### config.mk
export PLATFORM = sky130hd
export DESIGN_NAME = stall_wait_timer
export DESIGN_NICKNAME = d
export VERILOG_FILES = /design/src/rtl/stwt_pkg.sv /design/src/rtl/stwt_prescaler.sv /design/src/rtl/stwt_stall_counter.sv /design/src/rtl/stall_wait_timer.sv
export SDC_FILE = /design/constraint.sdc
export NUM_CORES = 1
export LEC_CHECK = 0
export ABC_CLOCK_PERIOD_IN_PS = 3100
export BUFFER_PORTS_ARGS = -buffer_cell sky130_fd_sc_hd__buf_2
export CORE_MARGIN = 4
export CORE_UTILIZATION = 44
export DETAILED_ROUTE_END_ITERATION = 16
export PLACE_DENSITY = 0.67
export SLEW_MARGIN = 20
export SYNTH_ARGS = -nofsm -noshare
export SYNTH_HDL_FRONTEND = slang
export SYNTH_SLANG_ARGS = --single-unit
### constraint.sdc
create_clock -name clk -period 3.1 [get_ports clk]
set_input_delay 0.155 -clock clk [delete_from_list [all_inputs] [get_ports clk]]
set_output_delay 0.155 -clock clk [all_outputs]
set_load 0.02 [all_outputs]
### src/rtl/stwt_pkg.sv
package stwt_pkg;
  localparam int CNT_W_DEF   = 15;
  localparam int DIV_W_DEF   = 4;
  localparam int DIV_MAX_DEF = 14;
endpackage

### src/rtl/stwt_prescaler.sv
module stwt_prescaler #(
  parameter int DIV_W   = 4,
  parameter int DIV_MAX = 14
) (
  input  logic             clk,
  input  logic             rst,
  input  logic             restart,
  input  logic [DIV_W-1:0] sel,
  output logic             tick
);
  localparam int PRE_W = (DIV_MAX > 0) ? DIV_MAX : 1;

  logic [PRE_W-1:0] pre_q;
  logic [PRE_W-1:0] wrap_at;

  // terminal count is 2^sel - 1, built bit by bit
  always_comb begin
    wrap_at = '0;
    for (int i = 0; i < PRE_W; i++) begin
      if (i < int'(sel)) wrap_at[i] = 1'b1;
    end
  end

  assign tick = (pre_q == wrap_at);

  always_ff @(posedge clk) begin
    if (rst || restart) begin
      pre_q <= '0;
    end else if (tick) begin
      pre_q <= '0;
    end else begin
      pre_q <= pre_q + 1'b1;
    end
  end
endmodule

### src/rtl/stwt_stall_counter.sv
module stwt_stall_counter #(
  parameter int CNT_W = 15
) (
  input  logic             clk,
  input  logic             rst,
  input  logic             arm,
  input  logic             tick,
  input  logic [CNT_W-1:0] reload_val,
  output logic             expire
);
  logic [CNT_W-1:0] cnt_q;
  logic             done_q;
  logic             expire_q;
  logic             fire;

  assign fire   = arm && !done_q && tick && (cnt_q == '0);
  assign expire = expire_q;

  always_ff @(posedge clk) begin
    if (rst) begin
      cnt_q    <= '1;
      done_q   <= 1'b0;
      expire_q <= 1'b0;
    end else begin
      expire_q <= fire;
      if (!arm) begin
        cnt_q  <= reload_val;
        done_q <= 1'b0;
      end else if (fire) begin
        done_q <= 1'b1;
      end else if (!done_q && tick) begin
        cnt_q <= cnt_q - 1'b1;
      end
    end
  end
endmodule

### src/rtl/stall_wait_timer.sv
module stall_wait_timer #(
  parameter int CNT_W   = stwt_pkg::CNT_W_DEF,
  parameter int DIV_W   = stwt_pkg::DIV_W_DEF,
  parameter int DIV_MAX = stwt_pkg::DIV_MAX_DEF
) (
  input  logic             clk,
  input  logic             rst,
  input  logic             ctrl_wr,
  input  logic [CNT_W:0]   ctrl_wdata,
  input  logic             div_wr,
  input  logic [DIV_W-1:0] div_wdata,
  input  logic             stall_i,
  output logic             timeout_o
);
  localparam logic [DIV_W-1:0] SEL_MAX = DIV_W'(DIV_MAX);

  logic             cfg_en;
  logic [CNT_W-1:0] cfg_val;
  logic [DIV_W-1:0] div_sel;
  logic             tick;

  always_ff @(posedge clk) begin
    if (rst) begin
      cfg_en  <= 1'b0;
      cfg_val <= '1;
      div_sel <= '0;
    end else begin
      if (ctrl_wr) begin
        cfg_en  <= ctrl_wdata[CNT_W];
        cfg_val <= ctrl_wdata[CNT_W-1:0];
      end
      if (div_wr) begin
        div_sel <= (div_wdata > SEL_MAX) ? SEL_MAX : div_wdata;
      end
    end
  end

  stwt_prescaler #(.DIV_W(DIV_W), .DIV_MAX(DIV_MAX)) u_pre (
    .clk     (clk),
    .rst     (rst),
    .restart (div_wr),
    .sel     (div_sel),
    .tick    (tick)
  );

  stwt_stall_counter #(.CNT_W(CNT_W)) u_cnt (
    .clk        (clk),
    .rst        (rst),
    .arm        (cfg_en && stall_i),
    .tick       (tick),
    .reload_val (cfg_val),
    .expire     (timeout_o)
  );
endmodule

* After elaboration in Yosys (flattened, before gate mapping)
Index checks and enable logic that the tools add are counted.
** Operators by class
- $add $sub $neg :: 2
- $lt $le $gt $ge :: 15
- Eq/ne operators :: 3
- Multiplexer cells :: 18
- Bitwise logic cells :: 1
- Reductions and logical operators :: 11
** Operator list (number)
- 2-to-1 mux 15 bit :: 3
- < comparator 4 bit (first input constant) :: 6
- < comparator 3 x 4 -> 1 bit (first input constant) :: 4
- logical NOT 15 bit :: 1
- subtractor 15 x 1 -> 15 bit (second input constant) :: 1
- adder 14 x 1 -> 14 bit (second input constant) :: 1
- equality test 14 bit :: 1
- 2-to-1 mux 1 bit :: 14
- < comparator 1 x 4 -> 1 bit (first input constant) :: 2
- < comparator 2 x 4 -> 1 bit (first input constant) :: 2
- logical AND 1 bit :: 5
- > comparator 4 bit (second input constant) :: 1
- 2-to-1 mux 4 bit :: 1
- != test 2 bit (second input constant) :: 2
- OR reduction 2 bit :: 2
- AND reduction 2 bit :: 1
- logical NOT 1 bit :: 1
- logical OR 1 bit :: 1
- inverter 1 bit :: 1
** Word-level totals
- Register bits after elaboration :: 51
- Input bits :: 25
- Output and inout port bits :: 1
- Logic and storage cells :: 57

* Longest topological paths before layout
- Depth in word-level cells :: 7
- Gate-level depth with buffers :: 12
- Gate-level depth less buffers :: 8

* By module
Synthesis repeated with hierarchy kept, for this count alone.
** Second synthesis, totals
- Cells, all modules :: 328
- Area total of the unflattened synthesis :: 2861.5 sq um
** By module, submodules not included
- stwt_stall_counter :: instances 1, cells an instance 134, area an instance 1079.8 sq um, sequential area each 340.3 sq um
- stwt_prescaler :: instances 1, cells an instance 126, area an instance 1028.5 sq um, sequential area each 280.3 sq um
- stall_wait_timer :: instances 1, cells an instance 68, area an instance 753.2 sq um, sequential area each 400.4 sq um

* Worst setup path before layout
Ideal clock, no wire load.
- Kind :: register -> register
- Start point :: register div_sel[2]
- End point :: register u_cnt.cnt_q[9]
- Library setup time :: 0.122 ns
- Arrival :: 2.067 ns
- Required time :: 2.978 ns
- Slack :: 0.911 ns
- Cell stages (with the launch flop) :: 9
- Path buffers :: 1
- Period minus slack after synthesis :: 2.189 ns
- Path through :: dfxtp_1 -> or4_4 -> nor3_2 -> a311o_1 -> and4_1 -> nand4_2 -> buf_6 -> o31a_1 -> o32a_1
** Between the ends
- Longest elaborated chain between the ends :: 7
- Elaborated cells between the ends (all ways) :: 35
- Classes of those cells :: order compare (14); eq/ne (3); mux (14); reduce/logical (4)
** RTL lines
- start: declaration :: line stall_wait_timer.sv:19 : logic [DIV_W-1:0] div_sel;
- start signal: assignment :: line stall_wait_timer.sv:33 : div_sel <= (div_wdata > SEL_MAX) ? SEL_MAX : div_wdata;
- < comparator 1 x 4 -> 1 bit (tied with other cells) :: line stwt_prescaler.sv:20 : if (i < int'(sel)) wrap_at[i] = 1'b1;
- 2-to-1 mux 1 bit :: line stwt_prescaler.sv:20
- equality test 14 bit (*) :: line stwt_prescaler.sv:24 : assign tick = (pre_q == wrap_at);
- logical AND 1 bit (2 in series) :: line stwt_stall_counter.sv:16 : assign fire = arm && !done_q && tick && (cnt_q == '0);
- != test 2 bit (no source line)
- AND reduction 2 bit (no source line) (*)
- end signal: assignment :: line stwt_stall_counter.sv:27 : cnt_q <= reload_val;
- end signal: assignment :: line stwt_stall_counter.sv:32 : cnt_q <= cnt_q - 1'b1;
- end: declaration :: line stwt_stall_counter.sv:11 : logic [CNT_W-1:0] cnt_q;
Every way passes the cells marked *; elsewhere a longest branch is shown, timed or not.
A chain may end at the register's enable or synchronous reset.

* Final worst setup path
- Start point :: register div_sel[3]
- End point :: register u_cnt.cnt_q[13]
The elaborated chain is that of the path after synthesis.

==> run metrics <==
Max clock buf depth 2; final WL 6632 µm; Mapped Area 2850 µm²; DR WL/cell 15.39 µm; reg2reg start div_sel[3]$_SDFFE_PP0P_; actual slew at the worst max-slew pin 0.8212 ns; headroom to the max-slew limit 0.4525; Hold Fails Final Rpt 0; fin util 0.4843; R2R setup slack 0.37 ns; max-cap viol count 0; RR Endpoint u_cnt.cnt_q[13]$_SDFFE_PP1P_; yosys synthesis warning count 0; CTS Hold Bufs 0; CTS clk-pin slew, worst paths 0.10 ns; GRT Total Usage 0.1711; final setup margin 0.3669 ns; commonest cells after routing, fill and taps aside dfxtp_1 (51), nor2_1 (45), buf_2 (25); period utilization 0.8817; Avg Synthesized Cell Area 8.262 µm²; RSZ-0062 raised after global routing no; Placer Congestion 0.8671; Final ANT Viol Nets 0; Crit path required time 3.34 ns; Post-route DRC 0; io pins 26; Peak VDD IR 0.0003755 V; Clock Skews 0.008052 ns; Fmax 365.9 MHz; CP Capture Point u_cnt.cnt_q[13]$_SDFFE_PP1P_; crit path DAT 2.97 ns; commonest non-fill, non-tap cell in the layout dfxtp_1; Static Leak 1.105 nW; Inserted Diodes 0; Async S/R FF share, synth 0; crit path capture type flop; #FFs+latches synth 51; Final min period 2.733 ns; clock root cell clkbuf_8; Site Rows 29; total CTS buffers 5; placed instance count 423; Nets 381; reg2reg path depth 8; share of cells above drive strength 1 0.1299; number of synthesized flops with an enable pin 0; CTS H-Tree Depth 2; 1st-iter DRT viols 161; pre-CTS WS 0.2768 ns; CTS tree done; global-route wire length before repair 10610 µm; final instance count without filler cells 431; Clock Latency Late Sink 0.31 ns; Via density 5.889; Starting Density 0.4514; DR pass1 iterations 4; Cells after Synth 345; Core Box Area 6314 µm²; Pwr Density 415.8 nW/µm²; max-slew violations 0; Startpoint Class flop; Setup CP Type reg -> reg; number of port buffers 25; initial antenna violation count 0; Syn Nets 373; Layout area overhead 7.287%; Die W 88.49 µm; dpl hpwl 4629 µm; full die area 7830 µm²; Chip Height 88.49 µm; status completed; largest net degree at the start of global routing 50; global route total overflow 0; clock sinks 51; Critical Path Fanout Max 15; Synth cell types 60; vias in the first global route 2190; # setup viols final 0; HP Class in -> reg; Setup crit start div_sel[3]$_SDFFE_PP0P_; Seq/Total Area, Yosys 0.3582; Setup TNS Final 0 ns; Synth Flop Type dfxtp_1; routed vias 2538
kinds of logic (layout without fill, tap and decap cells):
family / count (synthesis) / after routing / share of synthesized area
and+or+nand+nor: 156 / 156 / 0.3029
muxes: 4 / 4 / 0.01405
DFF: 51 / 51 / 0.3582
AOI/OAI and AO/OA: 84 / 84 / 0.2147
buffers and inverters: 34 / 43 / 0.05707
adders and majority gates: 3 / 3 / 0.01317
xor gates and xnor gates: 13 / 13 / 0.03995
critical path: stages (launching register included):
cell,delay [ns]
dfxtp_1,0.61
buf_4,0.24
nor2_1,0.06
nor4bb_1,0.30
a311o_1,0.15
and4_1,0.23
nand4_2,0.31
or4_1,0.61
a31oi_1,0.16
worst min-delay path by stage:
stage | to | depth (start not counted) | start
after detailed placement | cfg_val[3]$_SDFFE_PP1P_ | 2 | ctrl_wdata[3]
after global routing | cfg_val[2]$_SDFFE_PP1P_ | 2 | ctrl_wdata[2]
after floorplan | cfg_val[0]$_SDFFE_PP1P_ | 1 | ctrl_wdata[0]
final | cfg_val[4]$_SDFFE_PP1P_ | 2 | ctrl_wdata[4]
after global placement | cfg_val[4]$_SDFFE_PP1P_ | 2 | ctrl_wdata[4]
after CTS | cfg_val[3]$_SDFFE_PP1P_ | 2 | ctrl_wdata[3]
report_power, final:
part	switching (mW)	internal (mW)	total, mW
clock	0.228	0.164	0.392
sequential	0.0357	0.685	0.721
combinational	0.0855	0.0734	0.159
final cells by class:
cell class,count,area [µm²]
clock inverter,3,22.52
multi-input combinational,260,1672
clock buffer,5,68.82
timing repair buffer,29,155.1
tap,77,96.34
inverter,6,22.52
sequential,51,1021
fill,631,3256
Yosys cell counts, types with 2 or more instances:
cell type,n,share of area
a2111oi_0,3,0.0092
a211o_1,15,0.046
a211oi_1,5,0.013
a21oi_1,20,0.035
a22o_1,2,0.0061
a311oi_1,3,0.0092
a31oi_1,3,0.0066
and2_1,3,0.0066
and3_1,8,0.018
and4_1,2,0.0061
buf_1,2,0.0026
buf_2,7,0.012
buf_4,3,0.0079
buf_6,2,0.0079
clkbuf_1,14,0.018
dfxtp_1,51,0.36
ha_1,3,0.013
inv_1,5,0.0066
mux2i_1,4,0.014
nand2_1,14,0.018
nand2b_1,4,0.0088
nand3_1,11,0.019
nand3b_1,4,0.011
nand4_1,3,0.0066
nor2_1,45,0.059
nor2b_1,19,0.042
nor3_1,10,0.018
nor3b_1,4,0.011
nor4_1,5,0.011
nor4bb_1,2,0.0070
o21ai_0,8,0.014
o31a_1,2,0.0061
o31ai_1,5,0.013
o32a_1,2,0.0070
o32ai_1,5,0.015
or3_1,8,0.018
or4_1,4,0.011
or4_4,2,0.0079
xnor2_1,7,0.022
xor2_1,6,0.018
metrics by stage:
step                      power (mW)  cell area [µm²]  hold WS, ns
after floorplan               0.8523             2850       0.2729
after global placement        0.8873             2962       0.3600
after detailed placement      0.8926             2962       0.3655
after CTS                      1.288             3053      0.03485
after global routing           1.339             3058      0.03592
final                          1.272             3058      0.04430
registers in the layout, indices dropped and copies added (netlist names):
| register | flops |
|---|---|
| cfg_en | 1 |
| cfg_val | 15 |
| div_sel | 4 |
| u_cnt.cnt_q | 15 |
| u_cnt.done_q | 1 |
| u_cnt.expire | 1 |
| u_pre.pre_q | 14 |
timing repair:
action	4_1_cts	5_1_grt
gates resized for setup	0	1
endpoints found under the setup margin	0	6
hold endpoints to repair	0	0
buffers inserted	0	0
metal layers:
metal | GRT usage | routed length (µm)
met3 | 0.03352 | 471
met2 | 0.2475 | 2804
met5 | 0 | 0
met4 | 0.06456 | 106
met1 | 0.2501 | 3249
Note: power is estimated with default switching activity, not from simulation.
